### src/rtl/latchoff_pkg.sv
package latchoff_pkg;

  typedef enum logic [1:0] {
    PH_WAIT = 2'd0,
    PH_SOFT = 2'd1,
    PH_RUN  = 2'd2
  } phase_t;

  // control -> datapath
  typedef struct packed {
    logic armHigh;
    logic armLow;
    logic clrCnt;
  } ctlStrobes_t;

  // datapath -> control
  typedef struct packed {
    logic highLevel;
    logic tripHigh;
    logic tripLow;
  } dpStatus_t;

endpackage

### src/rtl/latchoff_blank.sv
module latchoff_blank #(
  parameter int BLANK       = 50,
  parameter int SYNC_STAGES = 2
) (
  input  logic clk,
  input  logic rstN,
  input  logic cmpIn,
  input  logic arm,
  input  logic clr,
  output logic level,
  output logic trip
);
  localparam int CNT_W = $clog2(BLANK + 1);
  localparam logic [CNT_W-1:0] CNT_LAST = CNT_W'(BLANK - 1);

  logic [SYNC_STAGES-1:0] syncQ;
  logic [CNT_W-1:0] cnt;

  always_ff @(posedge clk or negedge rstN) begin
    if (!rstN) syncQ <= '0;
    else       syncQ <= {syncQ[SYNC_STAGES-2:0], cmpIn};
  end

  assign level = syncQ[SYNC_STAGES-1];

  always_ff @(posedge clk or negedge rstN) begin
    if (!rstN)                      cnt <= '0;
    else if (clr || !arm || !level) cnt <= '0;
    else if (cnt != CNT_LAST)       cnt <= cnt + 1'b1;
  end

  assign trip = arm && level && !clr && (cnt == CNT_LAST);
endmodule

### src/rtl/latchoff_datapath.sv
module latchoff_datapath
  import latchoff_pkg::*;
#(
  parameter int HIGH_BLANK  = 50,
  parameter int LOW_BLANK   = 350,
  parameter int SYNC_STAGES = 2
) (
  input  logic        clk,
  input  logic        rstN,
  input  logic        cmpHigh,
  input  logic        cmpLow,
  input  ctlStrobes_t strobes,
  output dpStatus_t   status
);
  localparam int NCH = 2;

  logic [NCH-1:0] chIn, chArm, chLevel, chTrip;

  assign chIn  = {cmpLow, cmpHigh};
  assign chArm = {strobes.armLow, strobes.armHigh};

  for (genvar i = 0; i < NCH; i++) begin : g_ch
    localparam int B = (i == 0) ? HIGH_BLANK : LOW_BLANK;
    latchoff_blank #(.BLANK(B), .SYNC_STAGES(SYNC_STAGES)) blank_i (
      .clk  (clk),
      .rstN (rstN),
      .cmpIn(chIn[i]),
      .arm  (chArm[i]),
      .clr  (strobes.clrCnt),
      .level(chLevel[i]),
      .trip (chTrip[i])
    );
  end

  assign status.highLevel = chLevel[0];
  assign status.tripHigh  = chTrip[0];
  assign status.tripLow   = chTrip[1];
endmodule

### src/rtl/latchoff_control.sv
module latchoff_control
  import latchoff_pkg::*;
(
  input  logic        clk,
  input  logic        rstN,
  input  logic        supplyReady,
  input  logic        softStartActive,
  input  logic        softStartDone,
  input  logic        brownOut,
  input  logic        supplyReset,
  input  logic        thermalStop,
  input  dpStatus_t   status,
  output ctlStrobes_t strobes,
  output logic        drvEnable,
  output logic        latchedOff,
  output logic        doubleBias
);
  phase_t phase, phaseNext;
  logic   latchNext, clearReq, started, drvNext;

  always_comb begin
    phaseNext = phase;
    if (!supplyReady) phaseNext = PH_WAIT;
    else begin
      case (phase)
        PH_WAIT: phaseNext = PH_SOFT;
        PH_SOFT: if (softStartDone) phaseNext = PH_RUN;
        default: phaseNext = phase;
      endcase
    end
  end

  assign clearReq        = brownOut || supplyReset;
  assign strobes.armHigh = supplyReady && (phase != PH_WAIT);
  assign strobes.armLow  = supplyReady && (phase == PH_RUN);
  assign strobes.clrCnt  = clearReq;

  assign latchNext = clearReq ? 1'b0
                   : (latchedOff || status.tripHigh || status.tripLow);

  // driver may not begin while an upper excursion is pending at start
  assign drvNext = supplyReady && !latchNext && !thermalStop
                   && (started || !status.highLevel);

  always_ff @(posedge clk or negedge rstN) begin
    if (!rstN) begin
      phase      <= PH_WAIT;
      latchedOff <= 1'b0;
      drvEnable  <= 1'b0;
      started    <= 1'b0;
    end else begin
      phase      <= phaseNext;
      latchedOff <= latchNext;
      drvEnable  <= drvNext;
      if (!supplyReady) started <= 1'b0;
      else if (drvNext) started <= 1'b1;
    end
  end

  assign doubleBias = supplyReady && softStartActive && (phase != PH_RUN);
endmodule

### src/rtl/latchoff_top.sv
module latchoff_top
  import latchoff_pkg::*;
#(
  parameter int HIGH_BLANK  = 50,
  parameter int LOW_BLANK   = 350,
  parameter int SYNC_STAGES = 2
) (
  input  logic clk,
  input  logic rstN,
  input  logic cmpHigh,
  input  logic cmpLow,
  input  logic supplyReady,
  input  logic softStartActive,
  input  logic softStartDone,
  input  logic brownOut,
  input  logic supplyReset,
  input  logic thermalStop,
  output logic drvEnable,
  output logic latchedOff,
  output logic doubleBias
);
  ctlStrobes_t strobes;
  dpStatus_t   status;

  latchoff_datapath #(
    .HIGH_BLANK (HIGH_BLANK),
    .LOW_BLANK  (LOW_BLANK),
    .SYNC_STAGES(SYNC_STAGES)
  ) dp_i (
    .clk    (clk),
    .rstN   (rstN),
    .cmpHigh(cmpHigh),
    .cmpLow (cmpLow),
    .strobes(strobes),
    .status (status)
  );

  latchoff_control ctl_i (
    .clk            (clk),
    .rstN           (rstN),
    .supplyReady    (supplyReady),
    .softStartActive(softStartActive),
    .softStartDone  (softStartDone),
    .brownOut       (brownOut),
    .supplyReset    (supplyReset),
    .thermalStop    (thermalStop),
    .status         (status),
    .strobes        (strobes),
    .drvEnable      (drvEnable),
    .latchedOff     (latchedOff),
    .doubleBias     (doubleBias)
  );
endmodule

### config.mk
export PLATFORM = sky130hd
export DESIGN_NAME = latchoff_top
export DESIGN_NICKNAME = d
export VERILOG_FILES = /design/src/rtl/latchoff_pkg.sv /design/src/rtl/latchoff_blank.sv /design/src/rtl/latchoff_datapath.sv /design/src/rtl/latchoff_control.sv /design/src/rtl/latchoff_top.sv
export SDC_FILE = /design/constraint.sdc
export NUM_CORES = 1
export LEC_CHECK = 0
export ABC_CLOCK_PERIOD_IN_PS = 2400
export BUFFER_PORTS_ARGS = -buffer_cell sky130_fd_sc_hd__buf_2
export CAP_MARGIN = 40
export CORE_ASPECT_RATIO = 0.6
export CORE_UTILIZATION = 50
export CTS_CLUSTER_DIAMETER = 120
export CTS_CLUSTER_SIZE = 20
export DETAILED_ROUTE_END_ITERATION = 12
export GPL_TIMING_DRIVEN = 0
export PLACE_DENSITY = 0.7
export SKIP_LAST_GASP = 1
export SLEW_MARGIN = 20
export SYNTH_ARGS = -nofsm -noshare
export SYNTH_HDL_FRONTEND = slang
export SYNTH_SLANG_ARGS = --single-unit
### constraint.sdc
create_clock -name clk -period 2.4 [get_ports clk]
set_clock_uncertainty 0.2 [all_clocks]
set_input_delay 0.24 -clock clk [delete_from_list [all_inputs] [get_ports clk]]
set_output_delay 0.24 -clock clk [all_outputs]
set_load 0.1 [all_outputs]
==> metrics.txt, run 1 <==
status=complete, no violations; number of design-rule violations left by the first detailed-router iteration=66; fraction of layout cells with a size suffix above 1=19.05%; detail-routed via count per cell=5.584; I/O pin total=13; family of cells with the greatest summed delay on the critical path=simple AND/OR/NAND/NOR gates; area growth from synthesis to layout=18.11%; Util after Layout=67.42%; final instance count without filler cells=between 150 and 200; leak pwr=0.0005913 uW; Port Buffers=12; combinational cell fraction of total power=6.8%; Clk Latency, worst-skew pair=between 0.2 and 0.3 ns; biggest cell delay along the critical path=0.58 ns; number of enable flip-flop cells after synthesis=0; initial core utilization=57.08%; clock sink count=24; average footprint of a synthesized cell=about 11 um^2; routability congestion estimate from global placement=0.8083; maximum frequency from static timing analysis=0.4666 GHz; slew at the pin closest to its max-slew limit=0.6739 ns; Arrival @ worst endpoint=2.10 ns; Seq/Total Area, Yosys=52.69%; sort of element at the end of the critical path=register; drt total wl=2.241 mm; final instance area=1346 um^2; total negative slack=0 ns; clock buffer depth=2; area of the core=1997 um^2; worst path bufs/invs=1; share of Yosys cell area claimed by the top area cell type=52.69%; fraction of power consumed by the clock network=42.8%; synthesized net count=120; Net Sw Power=roughly 170 uW; overall global routing resource usage=approximately a quarter; placed cell areas=1235 um^2; Via Count=860; worst vdd rail ir drop=0.4781 mV; most used flip-flop cell after synthesis=sky130_fd_sc_hd__dfrtp_1; die boundary height=38.99 um; Detail Route Antenna Nets=0; DRC viols=0; power per unit of standard cell area=616.1 nW/um^2; Power Internal=656.1 uW; die outline width=63.64 um; clock-pin slew on the worst setup and hold paths=roughly 0.090 ns; largest net degree at the start of global routing=25; Yosys warning count=0; post-CTS repair timing setup buffer count=0; filler instances=about 150; clock tree from TritonCTS=done; summed instance area of the synthesized netlist=1140 um^2; routed length per instance=14.55 um; via count of the first global-routing pass=837; Worst Path Required=2.36 ns; Cell Count Post-Placement=146; number of distinct library cells after synthesis=35; first-pass GRT wire length=4.071 mm; switch share=20.90%; number of synthesized register bits=24; area of the die=2481 um^2; endpoints failing hold=0; number of levels in the clock H-tree=1; Max Cap Violations=0; path type of the worst setup path=register to register; first drt pass iteration count=4; nature of the critical path startpoint=register; part of the cycle the worst path needs=89.30%; Core Rows=12; count of final setup violators=0; Gate Count Post-Synth=106; largest area contributor in the netlist=sky130_fd_sc_hd__dfrtp_1; library cell used as clock root buffer=sky130_fd_sc_hd__clkbuf_8; number of buffers created by CTS=3; final worst path period need=2.143 ns; classification of the worst-slack hold path=input port to register; HPWL after detailed placement=about 1.6 mm; sequential cell fraction of total power=between 50 and 60%; aggregate global routing overflow=0; cell at the slowest stage of the critical path=sky130_fd_sc_hd__nor4_1; Net count, final=141; Slew Limit Fails=0; final antenna diode count=0; critical path cell sequence=inv_1, ha_1, nand2_1, nor4_1, a2111oi_1, o31a_1; Synth async-reset ratio=100.0%; unrepaired setup endpoints after global routing=false; worst max-slew margin expressed relative to the limit=54.66%; top area cells in the synthesized netlist=sky130_fd_sc_hd__dfrtp_1 (53%), sky130_fd_sc_hd__ha_1 (4.4%), sky130_fd_sc_hd__nor2_1 (4.3%), sky130_fd_sc_hd__xor2_1 (3.8%), sky130_fd_sc_hd__xnor2_1 (3.1%); crit-path max FO=6; number of antenna violations at the first check in global routing=0
## layer usage
metal | global-route usage [%] | up-vias | wire, um
li1 | - | 414 | -
met1 | 31.51 | 421 | 1123
met2 | 35.37 | 17 | 976
met3 | 7.353 | 8 | 96
met4 | 8.523 | 0 | 46
met5 | 0 | - | 0
## worst reg2reg max path, stage by stage, from the launching register on
cell and delay (ns):
sky130_fd_sc_hd__dfrtp_1 0.45, sky130_fd_sc_hd__inv_1 0.08, sky130_fd_sc_hd__ha_1 0.13, sky130_fd_sc_hd__nand2_1 0.09
sky130_fd_sc_hd__nor4_1 0.58, sky130_fd_sc_hd__a2111oi_1 0.19, sky130_fd_sc_hd__o31a_1 0.31
## synth_stat cells (2+ instances only)
master                     instances
sky130_fd_sc_hd__nand2_1           4
sky130_fd_sc_hd__nor2_1           13
sky130_fd_sc_hd__or3_1             3
sky130_fd_sc_hd__nand4_1           2
sky130_fd_sc_hd__nand2b_1          2
sky130_fd_sc_hd__nand3_1           6
sky130_fd_sc_hd__inv_1             4
sky130_fd_sc_hd__or2_2             3
sky130_fd_sc_hd__dfrtp_1          24
sky130_fd_sc_hd__a31oi_1           2
sky130_fd_sc_hd__ha_1              4
sky130_fd_sc_hd__a21oi_1           3
sky130_fd_sc_hd__a211oi_1          2
sky130_fd_sc_hd__xnor2_1           4
sky130_fd_sc_hd__and2_1            2
sky130_fd_sc_hd__and3_1            2
sky130_fd_sc_hd__xor2_1            5
sky130_fd_sc_hd__o21ai_0           4
## worst paths after layout
check | depth (start not counted) | end | start | slack, ns
setup / recovery | 6 | ctl_i.started$_DFFE_PN0P_ | dp_i.g_ch[1].blank_i.cnt[1]$_DFFE_PN0P_ | 0.26
hold / removal | 2 | ctl_i.started$_DFFE_PN0P_ | supplyReady | 0.04
setup reg to reg | 6 | ctl_i.started$_DFFE_PN0P_ | dp_i.g_ch[1].blank_i.cnt[1]$_DFFE_PN0P_ | 0.26
hold reg to reg | 0 | dp_i.g_ch[1].blank_i.syncQ[1]$_DFF_PN0_ | dp_i.g_ch[1].blank_i.syncQ[0]$_DFF_PN0_ | 0.15
max in group asynchronous | 2 | dp_i.g_ch[0].blank_i.cnt[2]$_DFFE_PN0P_ | rstN | 1.37
min in group asynchronous | 2 | dp_i.g_ch[1].blank_i.cnt[1]$_DFFE_PN0P_ | rstN | 0.27
## flip-flops by register name (all words and copies together), names as in the netlist
| name | count |
|---|---|
| dp_i.g_ch.blank_i.syncQ | 4 |
| ctl_i.started | 1 |
| dp_i.g_ch.blank_i.cnt | 15 |
| ctl_i.phase | 2 |
| ctl_i.latchedOff | 1 |
| ctl_i.drvEnable | 1 |
## per-stage QoR
stage	hold WS (ns)	power (uW)	worst slack (ns)
after floorplan	-0.2556	455.4	0.6014
after global placement	0.04575	476.6	0.3538
after detailed placement	0.04672	478.3	0.3380
after CTS	0.04518	829.2	0.2840
after global routing	0.05320	860.1	0.07186
final	0.04317	829.4	0.2567
## power groups by stage
stage,Combinational (uW),Clock [uW],Sequential [uW]
3_5_place_dp,52.2,0,426
3_3_place_gp,51.0,0,426
4_1_cts,57.3,354,418
6_report,56.4,355,418
5_1_grt,63.1,377,420
2_1_floorplan,23.7,0,432
## cell families (layout without fill, tap and decap cells)
group           after synthesis  after routing  synth area share [%]
compound gates               17             17                 11.20
xor+xnor                      9              9                 6.915
fa+ha+maj                     4              4                 4.391
buf+inv                       6             26                 2.634
flops                        24             24                 52.69
simple gates                 46             46                 22.17
## cell type report
class                      instances  area, um^2  share of cell area, %
buffer                             2       15.01                  1.115
clock buffer                       3       41.29                  3.067
clock inverter                     1       30.03                  2.230
inverter                           4       15.01                  1.115
multi-input combinational         76       509.2                  37.83
sequential                        24       600.6                  44.61
tap                               28       35.03                  2.602
timing repair buffer              16       100.1                  7.435
## cell usage in the layout, fill, tap and decap left out, types with 4 or more instances in the layout
cell type / Yosys / routed
sky130_fd_sc_hd__inv_1: 4 / 4
sky130_fd_sc_hd__buf_2: 0 / 12
sky130_fd_sc_hd__nor2_1: 13 / 13
sky130_fd_sc_hd__dfrtp_1: 24 / 24
sky130_fd_sc_hd__xnor2_1: 4 / 4
sky130_fd_sc_hd__o21ai_0: 4 / 4
sky130_fd_sc_hd__dlygate4sd3_1: 0 / 4
sky130_fd_sc_hd__nand2_1: 4 / 4
sky130_fd_sc_hd__nand3_1: 6 / 6
sky130_fd_sc_hd__ha_1: 4 / 4
sky130_fd_sc_hd__xor2_1: 5 / 5
## what timing repair did
action                                 4_1_cts  5_1_grt
gates resized for setup                      0        0
hold buffers                                 4        0
setup endpoints to repair                    0        0
endpoints found under the hold margin       27        0
(Power assumes the default switching activity.)
==> run 2: changes to the inputs <==
--- a/config.mk
+++ b/config.mk
@@ -8,13 +8,13 @@
 export ABC_CLOCK_PERIOD_IN_PS = 2400
 export BUFFER_PORTS_ARGS = -buffer_cell sky130_fd_sc_hd__buf_2
 export CAP_MARGIN = 40
-export CORE_ASPECT_RATIO = 0.6
-export CORE_UTILIZATION = 50
+export CORE_ASPECT_RATIO = 1.25
+export CORE_UTILIZATION = 55
 export CTS_CLUSTER_DIAMETER = 120
 export CTS_CLUSTER_SIZE = 20
 export DETAILED_ROUTE_END_ITERATION = 12
 export GPL_TIMING_DRIVEN = 0
-export PLACE_DENSITY = 0.7
+export PLACE_DENSITY = 0.76
 export SKIP_LAST_GASP = 1
 export SLEW_MARGIN = 20
 export SYNTH_ARGS = -nofsm -noshare
==> run 2 against run 1 <==
Sequential share of layout area grew 1.2 points. Via count shrank 3.5%. Clock power shrank 42%.
==> metrics.txt, run 2 (same netlist as run 1, synthesis figures left out) <==
status=complete, no violations; classification of the worst-slack hold path=input port to register; part of the cycle the worst path needs=88.02% (-1.3 points); Net count, final=142 (+0.71%); initial core utilization=58.17% (+1.1 points); area of the die=2259 um^2 (-8.9%); clock-pin slew on the worst setup and hold paths=0.12 ns (+0.03 ns); die boundary height=52.90 um (+36%); first-pass GRT wire length=3.111 mm (-24%); worst max-slew margin expressed relative to the limit=63.66% (+9.0 points); count of cells resized by post-cts repair=0 (unchanged); Core Rows=18 (+6); clock buffer depth=2 (unchanged); total negative slack=0 ns (unchanged); endpoints failing hold=0 (unchanged); maximum frequency from static timing analysis=0.4734 GHz (+1.5%); register-to-register path setup slack=0.37 ns (+0.11 ns); path type of the worst setup path=input port to register; worst vdd rail ir drop=0.5431 mV (+14%); slew at the pin closest to its max-slew limit=0.5401 ns (-0.1339 ns); number of design-rule violations left by the first detailed-router iteration=13 (-80%); clock sink count=24 (unchanged); library cell used as clock root buffer=sky130_fd_sc_hd__clkbuf_4; placed cell areas=1225 um^2 (-0.81%); detail-routed via count per cell=5.646 (+1.1%); final instance count without filler cells=147 (-4.5%); Worst Path Required=2.41 ns (+0.05 ns); commonest non-fill, non-tap cells in the layout=sky130_fd_sc_hd__dfrtp_1 (24), sky130_fd_sc_hd__nor2_1 (13), sky130_fd_sc_hd__buf_2 (12), sky130_fd_sc_hd__nand3_1 (6); unrepaired setup endpoints after global routing=false; number of antenna violations at the first check in global routing=0 (unchanged); Arrival @ worst endpoint=2.12 ns (+0.02 ns); area growth from synthesis to layout=15.04%; number of buffers created by CTS=3 (unchanged); Via Count=830 (-3.5%); Clk Latency, worst-skew pair=0.31 ns (+0.04 ns); count of final setup violators=0 (unchanged); Cell Count Post-Placement=138 (-5.5%); largest registers=dp_i.g_ch.blank_i.cnt: 15 flops, dp_i.g_ch.blank_i.syncQ: 4 flops, ctl_i.phase: 2 flops; clock tree from TritonCTS=done; power per unit of standard cell area=519.5 nW/um^2 (-16%); number of levels in the clock H-tree=1 (unchanged); Max Cap Violations=0 (unchanged); routed length per instance=13.22 um (-9.1%); filler instances=148 (-2.6%); final instance area=1311 um^2 (-2.6%); die outline width=42.72 um (-33%); final total power=681.2 uW (-18%); Port Buffers=12 (unchanged); most frequent standard cell in the layout excluding fill and tap cells=sky130_fd_sc_hd__dfrtp_1; crit-path max FO=6 (unchanged); register containing the most flip-flops in the final layout=dp_i.g_ch.blank_i.cnt; nature of the critical path startpoint=input port; routability congestion estimate from global placement=0.7627 (-5.6%); post-CTS repair timing setup buffer count=0 (unchanged); area of the core=1959 um^2 (-1.9%); leak pwr=0.0005808 uW (-1.8%); Detail Route Antenna Nets=0 (unchanged); aggregate global routing overflow=0 (unchanged); drt total wl=1.944 mm (-13%); max FFs per register=15 (unchanged); largest net degree at the start of global routing=25 (unchanged); Slew Limit Fails=0 (unchanged); overall global routing resource usage=18.36% (-4.9 points); DRC viols=0 (unchanged); fraction of layout cells with a size suffix above 1=18.90% (-0.15 points); sort of element at the end of the critical path=register; first drt pass iteration count=4 (unchanged); via count of the first global-routing pass=765 (-8.6%); Worst R2R Path Depth=6 (unchanged); I/O pin total=13 (unchanged); HPWL after detailed placement=1.388 mm (-13%); final worst path period need=2.112 ns (-0.03091 ns); hold-critical path depth=3 (+1); final antenna diode count=0 (unchanged)
[run 2: cell count changes in the layout (fill, tap and decap cells not counted)]
| cell | delta |
|---|---|
| sky130_fd_sc_hd__bufinv_16 | -1 |
| sky130_fd_sc_hd__clkbuf_8 | -2 |
| sky130_fd_sc_hd__clkbuf_4 | +3 |
| sky130_fd_sc_hd__dlygate4sd3_1 | +1 |
[run 2: cell type report]
| class | instances | area [um^2] | share of cell area, % |
|---|---|---|---|
| clock buffers | 4 | 36.28 | 2.767 |
| plain buffers | 2 | 15.01 | 1.145 |
| repair buffers | 17 | 110.1 | 8.397 |
| multi-input cells | 76 | 509.2 | 38.84 |
| flip-flops and latches | 24 | 600.6 | 45.80 |
| well taps | 20 | 25.02 | 1.908 |
| inverters | 4 | 15.01 | 1.145 |
[run 2: repair_timing]
item                       in CTS  in global routing
setup endpoints to repair       0                  0
hold buffers                    5                  0
hold endpoints to repair       29                  0
[run 2: worst paths after layout]
path                                                          from                                       to
max                                                    supplyReady                ctl_i.started$_DFFE_PN0P_
min                                                       brownOut               ctl_i.latchedOff$_DFF_PN0_
max reg2reg                dp_i.g_ch[1].blank_i.cnt[1]$_DFFE_PN0P_                ctl_i.started$_DFFE_PN0P_
min reg2reg                dp_i.g_ch[1].blank_i.syncQ[0]$_DFF_PN0_  dp_i.g_ch[1].blank_i.syncQ[1]$_DFF_PN0_
max in group asynchronous                                     rstN  dp_i.g_ch[1].blank_i.cnt[7]$_DFFE_PN0P_
min in group asynchronous                                     rstN  dp_i.g_ch[1].blank_i.cnt[3]$_DFFE_PN0P_
[run 2: layer usage]
layer | GRT usage [%] | routed length (um) | up-vias
met5 | 0 | 0 | -
met4 | 7.813 | 29 | 0
met3 | 2.048 | 55 | 6
met2 | 32.83 | 997 | 19
met1 | 22.17 | 860 | 389
li1 | - | - | 416
[run 2: through the flow]
stage,util (%),hold slack [ns],setup WS [ns]
after detailed placement,62.52,0.04652,0.3978
final,66.92,0.02418,0.2876
after global routing,66.92,0.02330,0.2020
after CTS,66.92,0.01919,0.3166
after global placement,62.52,0.03605,0.3758
after floorplan,-,-0.2556,0.6014
[run 2: worst max-delay path: stages]
cell,delay [ns]
sky130_fd_sc_hd__dlygate4sd3_1,0.53
sky130_fd_sc_hd__buf_2,0.15
sky130_fd_sc_hd__or3b_4,0.40
sky130_fd_sc_hd__nor3_1,0.33
sky130_fd_sc_hd__a2111oi_1,0.16
sky130_fd_sc_hd__o31a_1,0.30
[run 2: where the power goes]
part           switching (uW)  internal [uW]  total (uW)
Combinational            36.4           21.2        57.6
Clock                     112           92.6         205
Sequential               5.48            413         419
